`src/rtl/pbus_pkg.sv`:
```
package pbus_pkg;

  localparam int ON_W  = 4;   // width of an assert-tick field
  localparam int TCK_W = 6;   // width of deassert, length and access fields

  typedef struct packed {
    logic [ON_W-1:0]  cs_on;
    logic [TCK_W-1:0] cs_off;
    logic [ON_W-1:0]  we_on;
    logic [TCK_W-1:0] we_off;
    logic [ON_W-1:0]  re_on;
    logic [TCK_W-1:0] re_off;
    logic [TCK_W-1:0] wr_len;
    logic [TCK_W-1:0] rd_len;
    logic [TCK_W-1:0] acc_at;
  } timing_t;

  function automatic timing_t unpack_timing(input logic [31:0] w0,
                                            input logic [31:0] w1);
    timing_t t;
    t.cs_on  = w0[3:0];
    t.cs_off = w0[9:4];
    t.we_on  = w0[13:10];
    t.we_off = w0[19:14];
    t.re_on  = w0[23:20];
    t.re_off = w0[29:24];
    t.wr_len = w1[5:0];
    t.rd_len = w1[11:6];
    t.acc_at = w1[27:22];
    return t;
  endfunction

  // True when tick lies in the half-open window [lo, hi)
  function automatic logic in_window(input logic [TCK_W-1:0] tick,
                                     input logic [ON_W-1:0]  lo,
                                     input logic [TCK_W-1:0] hi);
    return (tick >= {{(TCK_W-ON_W){1'b0}}, lo}) && (tick < hi);
  endfunction

endpackage

```
`src/rtl/pbus_tick_gen.sv`:
```
module pbus_tick_gen #(
  parameter int CNT_W = 6
) (
  input  logic             clk,
  input  logic             rst,
  input  logic             start,
  input  logic             tick2,
  input  logic [CNT_W-1:0] cyc_len,
  output logic             busy_q,
  output logic             busy_n,
  output logic [CNT_W-1:0] tick_q,
  output logic [CNT_W-1:0] tick_n,
  output logic             sub_q,
  output logic             end_acc,
  output logic             done_q
);

  logic             sub_n;
  logic             last_sub;
  logic [CNT_W:0]   tick_inc;

  assign last_sub = !tick2 || sub_q;
  assign tick_inc = {1'b0, tick_q} + 1'b1;
  assign end_acc  = busy_q && last_sub && (tick_inc >= {1'b0, cyc_len});

  always_comb begin
    busy_n = busy_q;
    tick_n = tick_q;
    sub_n  = 1'b0;
    if (start) begin
      busy_n = 1'b1;
      tick_n = '0;
    end else if (busy_q) begin
      if (!last_sub) begin
        sub_n = 1'b1;
      end else if (end_acc) begin
        busy_n = 1'b0;
      end else begin
        tick_n = tick_inc[CNT_W-1:0];
      end
    end
  end

  always_ff @(posedge clk) begin
    if (rst) begin
      busy_q <= 1'b0;
      tick_q <= '0;
      sub_q  <= 1'b0;
      done_q <= 1'b0;
    end else begin
      busy_q <= busy_n;
      tick_q <= tick_n;
      sub_q  <= sub_n;
      done_q <= end_acc;
    end
  end

endmodule

```
`src/rtl/pbus_strobe_gen.sv`:
```
module pbus_strobe_gen
  import pbus_pkg::*;
#(
  parameter int DATA_W = 16,
  parameter int NUM_CS = 2,
  parameter int SEL_W  = 2
) (
  input  logic              clk,
  input  logic              rst,
  input  logic              act,
  input  logic [TCK_W-1:0]  tick,
  input  timing_t           tm,
  input  logic              is_rd,
  input  logic              is_cmd,
  input  logic [DATA_W-1:0] wdata,
  input  logic [SEL_W-1:0]  cs_sel,
  input  logic              cs_inv,
  input  logic              we_inv,
  input  logic              re_inv,
  input  logic              a0_inv,
  output logic [NUM_CS-1:0] cs_o,
  output logic              we_o,
  output logic              re_o,
  output logic              a0_o,
  output logic [DATA_W-1:0] d_o,
  output logic              d_oe
);

  logic              cs_win, we_win, re_win;
  logic [NUM_CS-1:0] cs_next;

  assign cs_win = act && in_window(tick, tm.cs_on, tm.cs_off);
  assign we_win = act && !is_rd && in_window(tick, tm.we_on, tm.we_off);
  assign re_win = act &&  is_rd && in_window(tick, tm.re_on, tm.re_off);

  for (genvar i = 0; i < NUM_CS; i++) begin : g_cs
    assign cs_next[i] = ~(cs_win && (cs_sel == SEL_W'(i + 1))) ^ cs_inv;
  end

  always_ff @(posedge clk) begin
    if (rst) begin
      cs_o <= '1;
      we_o <= 1'b1;
      re_o <= 1'b1;
      a0_o <= 1'b1;
      d_o  <= '0;
      d_oe <= 1'b0;
    end else begin
      cs_o <= cs_next;
      we_o <= ~we_win ^ we_inv;
      re_o <= ~re_win ^ re_inv;
      a0_o <= ~(act && is_cmd) ^ a0_inv;
      d_oe <= act && !is_rd;
      if (act && !is_rd) d_o <= wdata;
    end
  end

endmodule

```
`src/rtl/pbus_read_capture.sv`:
```
module pbus_read_capture
  import pbus_pkg::*;
#(
  parameter int DATA_W = 16
) (
  input  logic              clk,
  input  logic              rst,
  input  logic              busy_q,
  input  logic              is_rd_q,
  input  logic [TCK_W-1:0]  tick_q,
  input  logic              sub_q,
  input  logic [TCK_W-1:0]  acc_at,
  input  logic              end_acc,
  input  logic [DATA_W-1:0] d_i,
  output logic [DATA_W-1:0] rd_data
);

  logic              hit;
  logic [DATA_W-1:0] cap_q;

  assign hit = busy_q && is_rd_q && (tick_q == acc_at) && !sub_q;

  always_ff @(posedge clk) begin
    if (rst) begin
      cap_q   <= '0;
      rd_data <= '0;
    end else begin
      if (hit) cap_q <= d_i;
      if (end_acc && is_rd_q) rd_data <= hit ? d_i : cap_q;
    end
  end

endmodule

```
`src/rtl/pbus_strobe_timer.sv`:
```
module pbus_strobe_timer
  import pbus_pkg::*;
#(
  parameter int DATA_W = 16,
  parameter int NUM_CS = 2,
  localparam int SEL_W = $clog2(NUM_CS + 1)
) (
  input  logic              clk,
  input  logic              rst,
  input  logic [31:0]       cfg_time0,
  input  logic [31:0]       cfg_time1,
  input  logic              cfg_tick2,
  input  logic [SEL_W-1:0]  cfg_cs_sel,
  input  logic              cfg_cs_inv,
  input  logic              cfg_we_inv,
  input  logic              cfg_re_inv,
  input  logic              cfg_a0_inv,
  input  logic              req_valid,
  output logic              req_ready,
  input  logic [1:0]        req_kind,
  input  logic [DATA_W-1:0] req_wdata,
  output logic              done,
  output logic [DATA_W-1:0] rd_data,
  output logic [NUM_CS-1:0] bus_cs_o,
  output logic              bus_we_o,
  output logic              bus_re_o,
  output logic              bus_a0_o,
  output logic [DATA_W-1:0] bus_d_o,
  output logic              bus_d_oe,
  input  logic [DATA_W-1:0] bus_d_i
);

  logic              busy_q, busy_n, sub_q, end_acc, start;
  logic [TCK_W-1:0]  tick_q, tick_n, cyc_len;
  timing_t           live_t, snap_t, eff_t;
  logic              snap_tick2, snap_rd, snap_cmd;
  logic [DATA_W-1:0] snap_wd;
  logic [SEL_W-1:0]  snap_sel;
  logic              unused_cfg;

  assign live_t     = unpack_timing(cfg_time0, cfg_time1);
  assign unused_cfg = ^{cfg_time0[31:30], cfg_time1[21:12], cfg_time1[31:28]};
  assign req_ready  = !busy_q;
  assign start      = req_valid && !busy_q;

  // Access settings are frozen on the accepting edge
  always_ff @(posedge clk) begin
    if (rst) begin
      snap_t     <= '0;
      snap_tick2 <= 1'b0;
      snap_rd    <= 1'b0;
      snap_cmd   <= 1'b0;
      snap_wd    <= '0;
      snap_sel   <= '0;
    end else if (start) begin
      snap_t     <= live_t;
      snap_tick2 <= cfg_tick2;
      snap_rd    <= req_kind[1];
      snap_cmd   <= (req_kind == 2'd0);
      snap_wd    <= req_wdata;
      snap_sel   <= cfg_cs_sel;
    end
  end

  assign eff_t   = start ? live_t : snap_t;
  assign cyc_len = snap_rd ? snap_t.rd_len : snap_t.wr_len;

  pbus_tick_gen #(.CNT_W(TCK_W)) u_tick (
    .clk     (clk),
    .rst     (rst),
    .start   (start),
    .tick2   (snap_tick2),
    .cyc_len (cyc_len),
    .busy_q  (busy_q),
    .busy_n  (busy_n),
    .tick_q  (tick_q),
    .tick_n  (tick_n),
    .sub_q   (sub_q),
    .end_acc (end_acc),
    .done_q  (done)
  );

  pbus_strobe_gen #(.DATA_W(DATA_W), .NUM_CS(NUM_CS), .SEL_W(SEL_W)) u_strobe (
    .clk    (clk),
    .rst    (rst),
    .act    (busy_n),
    .tick   (tick_n),
    .tm     (eff_t),
    .is_rd  (start ? req_kind[1] : snap_rd),
    .is_cmd (start ? (req_kind == 2'd0) : snap_cmd),
    .wdata  (start ? req_wdata : snap_wd),
    .cs_sel (start ? cfg_cs_sel : snap_sel),
    .cs_inv (cfg_cs_inv),
    .we_inv (cfg_we_inv),
    .re_inv (cfg_re_inv),
    .a0_inv (cfg_a0_inv),
    .cs_o   (bus_cs_o),
    .we_o   (bus_we_o),
    .re_o   (bus_re_o),
    .a0_o   (bus_a0_o),
    .d_o    (bus_d_o),
    .d_oe   (bus_d_oe)
  );

  pbus_read_capture #(.DATA_W(DATA_W)) u_capture (
    .clk     (clk),
    .rst     (rst),
    .busy_q  (busy_q),
    .is_rd_q (snap_rd),
    .tick_q  (tick_q),
    .sub_q   (sub_q),
    .acc_at  (snap_t.acc_at),
    .end_acc (end_acc),
    .d_i     (bus_d_i),
    .rd_data (rd_data)
  );

endmodule

```
`config.mk`:
```
export PLATFORM = sky130hd
export DESIGN_NAME = pbus_strobe_timer
export DESIGN_NICKNAME = d
export VERILOG_FILES = /design/src/rtl/pbus_pkg.sv /design/src/rtl/pbus_tick_gen.sv /design/src/rtl/pbus_strobe_gen.sv /design/src/rtl/pbus_read_capture.sv /design/src/rtl/pbus_strobe_timer.sv
export SDC_FILE = /design/constraint.sdc
export NUM_CORES = 1
export LEC_CHECK = 0
export BUFFER_PORTS_ARGS = -buffer_cell sky130_fd_sc_hd__buf_4
export CORE_ASPECT_RATIO = 1.25
export CORE_MARGIN = 3
export CORE_UTILIZATION = 40
export DETAILED_ROUTE_END_ITERATION = 12
export PLACE_DENSITY = 0.73
export SLEW_MARGIN = 15
export SYNTH_ARGS = -nofsm -noshare
export SYNTH_HDL_FRONTEND = slang
export SYNTH_SLANG_ARGS = --single-unit
```
`constraint.sdc`:
```
create_clock -name clk -period 12 [get_ports clk]
set_clock_uncertainty 0.05 [all_clocks]
set_input_delay 1.2 -clock clk [delete_from_list [all_inputs] [get_ports clk]]
set_output_delay 1.2 -clock clk [all_outputs]
set_load 0.01 [all_outputs]
```
**Word-level counts from Yosys, hierarchy flattened**

Index checks and enable logic that the tools add are counted.

- Output and inout port bits: 40
- Word-level logic and storage cells: 89
- Register bits after elaboration: 132
- Input port bits: 108

- $add $sub $neg: 1
- Reduce and logical (&&, ||, !) cells: 25
- Bitwise gates (word level): 11
- Equality and inequality tests: 3
- Muxes and demuxes: 16
- Order comparisons: 7

Operators by type and width:

| operator | number |
|---|---|
| 2-to-1 mux 48 bit | 1 |
| 2-to-1 mux 16 bit | 2 |
| 2-to-1 mux 6 bit | 5 |
| >= comparator 6 x 4 -> 1 bit | 3 |
| logical AND 1 bit | 18 |
| < comparator 6 bit | 3 |
| adder 6 x 1 -> 7 bit (second input constant) | 1 |
| >= comparator 7 x 6 -> 1 bit | 1 |
| 2-to-1 mux 1 bit | 7 |
| equality test 6 bit | 1 |
| inverter 1 bit | 6 |
| XOR 1 bit | 5 |
| logical NOT 1 bit | 4 |
| OR reduction 3 bit | 1 |
| equality test 2 x 1 -> 1 bit (second input constant) | 1 |
| equality test 2 bit (second input constant) | 1 |
| logical NOT 2 bit | 1 |
| 2-to-1 mux 2 bit | 1 |
| logical OR 1 bit | 1 |

**Logic depth before layout (Yosys ltp)**

- Word-level depth: 14
- Depth in mapped cells: 18
- Depth with buffers taken out: 18

**Hierarchy**

From an unflattened synthesis, not the netlist that was laid out.

- Cells, all modules: 718
- Area, all modules: 6970.4 µm²

By module, submodules not included:

| module | cells each | area an instance (µm²) | times used | seq. area each (µm²) |
|---|---|---|---|---|
| pbus_strobe_timer | 235 | 3062.9 | 1 | 1381.3 |
| pbus_read_capture | 196 | 1632.8 | 1 | 640.6 |
| pbus_strobe_gen | 188 | 1470.2 | 1 | 440.4 |
| pbus_tick_gen | 99 | 804.5 | 1 | 180.2 |

**Worst setup path after synthesis**

OpenSTA, ideal clock, no wires.

- Path type: input port to flip-flop
- From: input req_valid
- To: register u_strobe.re_o
- Path slack: 7591 ps
- Data required time: 11878 ps
- Buffers on the path: 4
- Library setup time: 72 ps
- Data arrival time: 4287 ps
- Cell stages on the path: 12
- Cells stage by stage: nor2b_1 buf_2 buf_2 buf_1 clkbuf_1 nor2_1 ha_1 a211oi_1 o21ai_0 or3_1 a2111oi_0 mux2i_1

- Cells in the longest elaborated chain, start to end: 7
- Elaborated cells on any way between the ends: 12
- Those cells by class: order compare (2); mux (4); bitwise (2); reduce/logical (4)

RTL lines:

| item | RTL line | text |
|---|---|---|
| from (decl) | pbus_strobe_timer.sv:18 | `input logic req_valid,` |
| logical AND 1 bit * | pbus_strobe_timer.sv:44 | `assign start = req_valid && !busy_q;` |
| 2-to-1 mux 6 bit * | pbus_tick_gen.sv:30 | `if (start) begin` |
| via tick_n[3] | pbus_strobe_timer.sv:34 | `logic [TCK_W-1:0] tick_q, tick_n, cyc_len;` |
| >= comparator 6 x 4 -> 1 bit / < comparator 6 bit (equally long branches) | pbus_pkg.sv:37 | `return (tick >= {{(TCK_W-ON_W){1'b0}}, lo}) && (tick < hi);` |
| logical AND 1 bit * | pbus_pkg.sv:37 |  |
| logical AND 1 bit * | pbus_strobe_gen.sv:34 | `assign re_win = act && is_rd && in_window(tick, tm.re_on, tm.re_off);` |
| inverter 1 bit * | pbus_strobe_gen.sv:51 | `re_o <= ~re_win ^ re_inv;` |
| XOR 1 bit * | pbus_strobe_gen.sv:51 |  |
| to (signal assigned) | pbus_strobe_gen.sv:51 |  |
| to (decl) | pbus_strobe_gen.sv:23 | `output logic re_o,` |

Mark *: on every way through the listed nets, which the timed path passes. The rest lies on a longest branch.
A chain may end at the register's enable or synchronous reset.

**Final worst setup path**

- From: register u_tick.tick_q[0]
- To: register u_strobe.re_o

- Cells in the longest elaborated chain, start to end: 12
- Elaborated cells on any way between the ends: 18
- Those cells by class: add/sub (1); order compare (3); mux (8); bitwise (2); reduce/logical (4)

RTL lines:

| item | RTL line | text |
|---|---|---|
| from (decl) | pbus_tick_gen.sv:11 | `output logic [CNT_W-1:0] tick_q,` |
| from (signal assigned) | pbus_tick_gen.sv:52 | `tick_q <= tick_n;` |
| adder 6 x 1 -> 7 bit * | pbus_tick_gen.sv:23 | `assign tick_inc = {1'b0, tick_q} + 1'b1;` |
| >= comparator 7 x 6 -> 1 bit | pbus_tick_gen.sv:24 | `assign end_acc = busy_q && last_sub && (tick_inc >= {1'b0, cyc_len});` |
| logical AND 1 bit | pbus_tick_gen.sv:24 |  |
| 2-to-1 mux 6 bit * | pbus_tick_gen.sv:36 | `end else if (end_acc) begin` |
| 2-to-1 mux 6 bit * | pbus_tick_gen.sv:34 | `if (!last_sub) begin` |
| 2-to-1 mux 6 bit * | pbus_tick_gen.sv:33 | `end else if (busy_q) begin` |
| 2-to-1 mux 6 bit * | pbus_tick_gen.sv:30 |  |
| via tick_n[2] | pbus_strobe_timer.sv:34 |  |
| >= comparator 6 x 4 -> 1 bit / < comparator 6 bit (equally long branches) | pbus_pkg.sv:37 |  |
| logical AND 1 bit * | pbus_pkg.sv:37 |  |
| logical AND 1 bit * | pbus_strobe_gen.sv:34 |  |
| inverter 1 bit * | pbus_strobe_gen.sv:51 |  |
| XOR 1 bit * | pbus_strobe_gen.sv:51 |  |

Marked as above.

==> reports/results.txt <==
The run finished with clean final reports. Yosys printed 0 warnings. The worst setup path is launched from a flip-flop.

The clock passes through at most 2 buffers. The class of the tightest hold or removal check is flip-flop to flip-flop. After clock tree synthesis, the flow added hold-fix buffers numbering 0.

The primary flip-flop cell chosen by synthesis mapping was sky130_fd_sc_hd__dfxtp_1. TritonCTS built the clock tree. Measured against its own limit, the worst slew margin works out to 25.2%. Setup repair after global routing left no endpoint under its margin. The static leakage power is 3.29 nW.

The tools report the number of nets produced by synthesis as 751. The worst setup path is captured at a flip-flop. Setup violations remaining at the end of the flow were counted as 0. Counting every sink on the clock net gives 132. After synthesis, the share of flip-flops with an asynchronous set or reset is 0%. The tools report the total standard cell area after synthesis as 0.00566 mm². Along the worst path, the maximum fanout reaches 6.

Global routing finished with a remaining overflow of 0. For the pin with the worst max-slew slack, the measured transition is 1.12 ns. Of the cells placed in the final design, the portion with a size suffix greater than 1 is 23.6%. The required time at the worst-slack endpoint is 12.28 ns, and the number of setup buffers added after CTS is 0. The total core area was 0.0138 mm²; the count of buffers from port buffering was 131. The number of cells upsized or downsized after cts came out at 0.

After detailed routing, the number of vias per cell comes to 5.09. The worst register-to-register path begins at u_tick.tick_q[0]. Via count of the first global-routing pass: 4754. For this run, the post-layout net count is 864. Root buffer cell: sky130_fd_sc_hd__clkbuf_16. After layout, the minimum clock period comes to 4.82 ns. The routability-driven placement congestion ratio is 0.861. Counting the buffers created by CTS gives 17. Die area: 0.0156 mm². The mean routed wirelength per cell came out at 14.8 µm. The floorplan has 48 rows. A synthesized cell averages 9.29 µm². In the routed design, unresolved DRC markers number 0.

For this configuration, the core starts out at a cell density of 41.0%. The tools report the number of hold violations in the final report as 0. The completed layout was analyzed and its total power is 1.20 mW. Data arrives at the worst endpoint at 5.10 ns. After synthesis the netlist holds a flip-flop and latch count of 132. IR analysis of the VDD net gives a maximum drop of 0.000112 V. The tools report the number of maximum-capacitance constraint violations as 0. Dividing total power by cell area gives a power density of 163 mW/mm². The run gives 0 as the number of inserted diodes. For this run, the total global-route usage over all layers was measured as 17.6%.

For the number of instances in the synthesized netlist, the log shows 609. The pre-antenna-repair detailed-routing pass consisted of 4 iterations. Summed over all failing endpoints, the final setup total negative slack is 0 ns. The most critical setup path has its endpoint at u_strobe.re_o. The clock insertion delay at the later pin of the skew report is 0.40 ns. In this run the worst setup path begins at u_tick.tick_q[0]. During I/O placement, the number of pins put on the boundary was 148. The die extent in y came out at 139 µm.

The number of antenna violations at the first check in global routing is 0, and the clock transition at the registers of the reported paths is 0.06 ns. The sequential cell area fraction in the yosys report is 46.7%. The final cycle utilization of the critical path is 40.2%. The number of enable-type register cells in the synthesized netlist is 0, and the setup slack of the most critical reg-to-reg path is 7.18 ns. Static timing analysis puts the maximum clock frequency at 207 MHz.

The tools report the max-slew violation count as 0. After legalization and detailed placement, the total HPWL measured 9670 µm. The post-synthesis to final-layout area growth was 29.9%; the overall routed net length was 13500 µm.

Entering global routing, the biggest net connects 110 pins. The run gives 122 as the DRC violation total after the first TritonRoute iteration. The tools report the number of different library cells in the post-synthesis netlist as 41. The first global-routing pass estimated 22800 µm of wire.

The floorplan step set the die width to 112 µm. The destination of the worst register-to-register timing path was u_strobe.re_o. The number of H-tree levels was 4. Measured in cells, the most critical reg-to-reg path has a length of 18. The total number of vias is 4628. The class of the most critical setup path is flip-flop to flip-flop.

The detail route stage leaves a number of antenna-violating nets equal to 0.
[worst max-delay path, cell delays in order, from the launching register on]
cell and delay [ns]:
sky130_fd_sc_hd__dfxtp_1 0.46, sky130_fd_sc_hd__ha_1 0.27, sky130_fd_sc_hd__nand3_1 0.16, sky130_fd_sc_hd__xnor2_1 0.17, sky130_fd_sc_hd__ha_1 0.32, sky130_fd_sc_hd__a21o_1 0.19
sky130_fd_sc_hd__a221oi_2 0.29, sky130_fd_sc_hd__o211a_1 0.30, sky130_fd_sc_hd__nand2_1 0.09, sky130_fd_sc_hd__xor2_1 0.16, sky130_fd_sc_hd__nor2_1 0.50, sky130_fd_sc_hd__ha_1 0.35
sky130_fd_sc_hd__nand4_1 0.07, sky130_fd_sc_hd__nor2_1 0.06, sky130_fd_sc_hd__o21ai_0 0.07, sky130_fd_sc_hd__o21ai_0 0.10, sky130_fd_sc_hd__or3_1 0.31, sky130_fd_sc_hd__a2111oi_0 0.58
sky130_fd_sc_hd__mux2i_1 0.24
[power by group]
group	internal, mW	switching (mW)
sequential	0.468	0.0138
clock	0.352	0.195
combinational	0.0795	0.0905
total	0.899	0.299
[synth_stat cells, types with 3 or more instances]
master | count | share of area, %
sky130_fd_sc_hd__nand4_1 | 4 | 0.44
sky130_fd_sc_hd__a21o_1 | 9 | 1.2
sky130_fd_sc_hd__nand3_1 | 4 | 0.35
sky130_fd_sc_hd__dfxtp_1 | 132 | 47
sky130_fd_sc_hd__nor3b_1 | 4 | 0.53
sky130_fd_sc_hd__o21ai_0 | 7 | 0.62
sky130_fd_sc_hd__buf_1 | 7 | 0.46
sky130_fd_sc_hd__inv_1 | 5 | 0.33
sky130_fd_sc_hd__xor2_1 | 8 | 1.2
sky130_fd_sc_hd__o211ai_1 | 3 | 0.40
sky130_fd_sc_hd__nand2b_1 | 3 | 0.33
sky130_fd_sc_hd__nor3_1 | 12 | 1.1
sky130_fd_sc_hd__a21oi_1 | 31 | 2.7
sky130_fd_sc_hd__xnor2_1 | 8 | 1.2
sky130_fd_sc_hd__ha_1 | 34 | 7.5
sky130_fd_sc_hd__mux2i_1 | 68 | 12
sky130_fd_sc_hd__a221oi_1 | 3 | 0.46
sky130_fd_sc_hd__a211oi_1 | 34 | 4.5
sky130_fd_sc_hd__nor4_1 | 3 | 0.33
sky130_fd_sc_hd__buf_2 | 5 | 0.44
sky130_fd_sc_hd__clkbuf_1 | 27 | 1.8
sky130_fd_sc_hd__nor2b_1 | 6 | 0.66
sky130_fd_sc_hd__nand2_1 | 60 | 4.0
sky130_fd_sc_hd__nor2_1 | 110 | 7.3
[per-layer routing]
| layer | vias up | wire length, µm | global-route usage [%] |
|---|---|---|---|
| met5 | - | 0 | 0 |
| met4 | 0 | 202 | 4.81 |
| met3 | 21 | 969 | 6.29 |
| met2 | 128 | 6560 | 29.6 |
| met1 | 2136 | 5740 | 21.4 |
| li1 | 2343 | - | - |
[through the flow]
step	worst slack (ns)	util, %	hold WS [ns]	std cells	cell area, µm²
floorplan	7.59	-	0.366	609	5660
global placement	6.93	48.7	0.377	878	6730
global route	6.89	53.2	0.427	909	7350
detailed placement	6.97	48.7	0.395	878	6730
finish	7.18	53.2	0.407	909	7350
CTS	7.20	53.2	0.403	909	7350
[sequential cells by signal, summed over array words and instances, names as in the netlist, 2 cells and up]
signal / flops
snap_sel: 2
snap_t: 48
snap_wd: 16
u_capture.cap_q: 16
u_capture.rd_data: 16
u_strobe.cs_o: 2
u_strobe.d_o: 16
u_tick.tick_q: 6
[layout by cell type (no fill, tap or decap), types with 7 or more instances in the layout]
cell type                   count
sky130_fd_sc_hd__buf_4        134
sky130_fd_sc_hd__dfxtp_1      132
sky130_fd_sc_hd__nor2_1       110
sky130_fd_sc_hd__mux2i_1       68
sky130_fd_sc_hd__nand2_1       60
sky130_fd_sc_hd__a211oi_1      34
sky130_fd_sc_hd__ha_1          34
sky130_fd_sc_hd__a21oi_1       31
sky130_fd_sc_hd__clkbuf_16     17
sky130_fd_sc_hd__nor3_1        12
sky130_fd_sc_hd__a21o_1         9
sky130_fd_sc_hd__xnor2_1        8
sky130_fd_sc_hd__xor2_1         8
sky130_fd_sc_hd__o21ai_0        7
[cell families after synthesis]
family | after synthesis | share of synthesized area (%)
AO/OA/AOI/OAI | 99 | 11.7
multiplexers | 69 | 12.2
adder cells (fa/ha/maj) | 34 | 7.52
buffers and inverters | 45 | 3.23
flip-flops | 132 | 46.7
AND/OR/NAND/NOR | 214 | 16.1
XOR/XNOR | 16 | 2.48
[layout make-up]
class / instances / area [µm²]
multi-input combinational: 432 / 2840
sequential: 132 / 2640
clock inverter: 13 / 184
inverter: 5 / 18.8
tap: 175 / 219
fill: 1259 / 6460
timing repair buffer: 134 / 1010
clock buffer: 18 / 439
[how the worst min path moves through the flow]
stage	start	endpoint	slack, ns	depth (start not counted)
after floorplan	u_tick.sub_q	u_tick.sub_q	0.37	1
after global placement	u_tick.sub_q	u_tick.sub_q	0.38	1
after detailed placement	u_tick.sub_q	u_tick.sub_q	0.40	1
after CTS	u_tick.sub_q	u_tick.sub_q	0.40	1
after global routing	snap_t[9]	snap_t[9]	0.43	2
final	snap_t[15]	snap_t[15]	0.41	2
No activity file was read; power rests on OpenSTA's default activity.
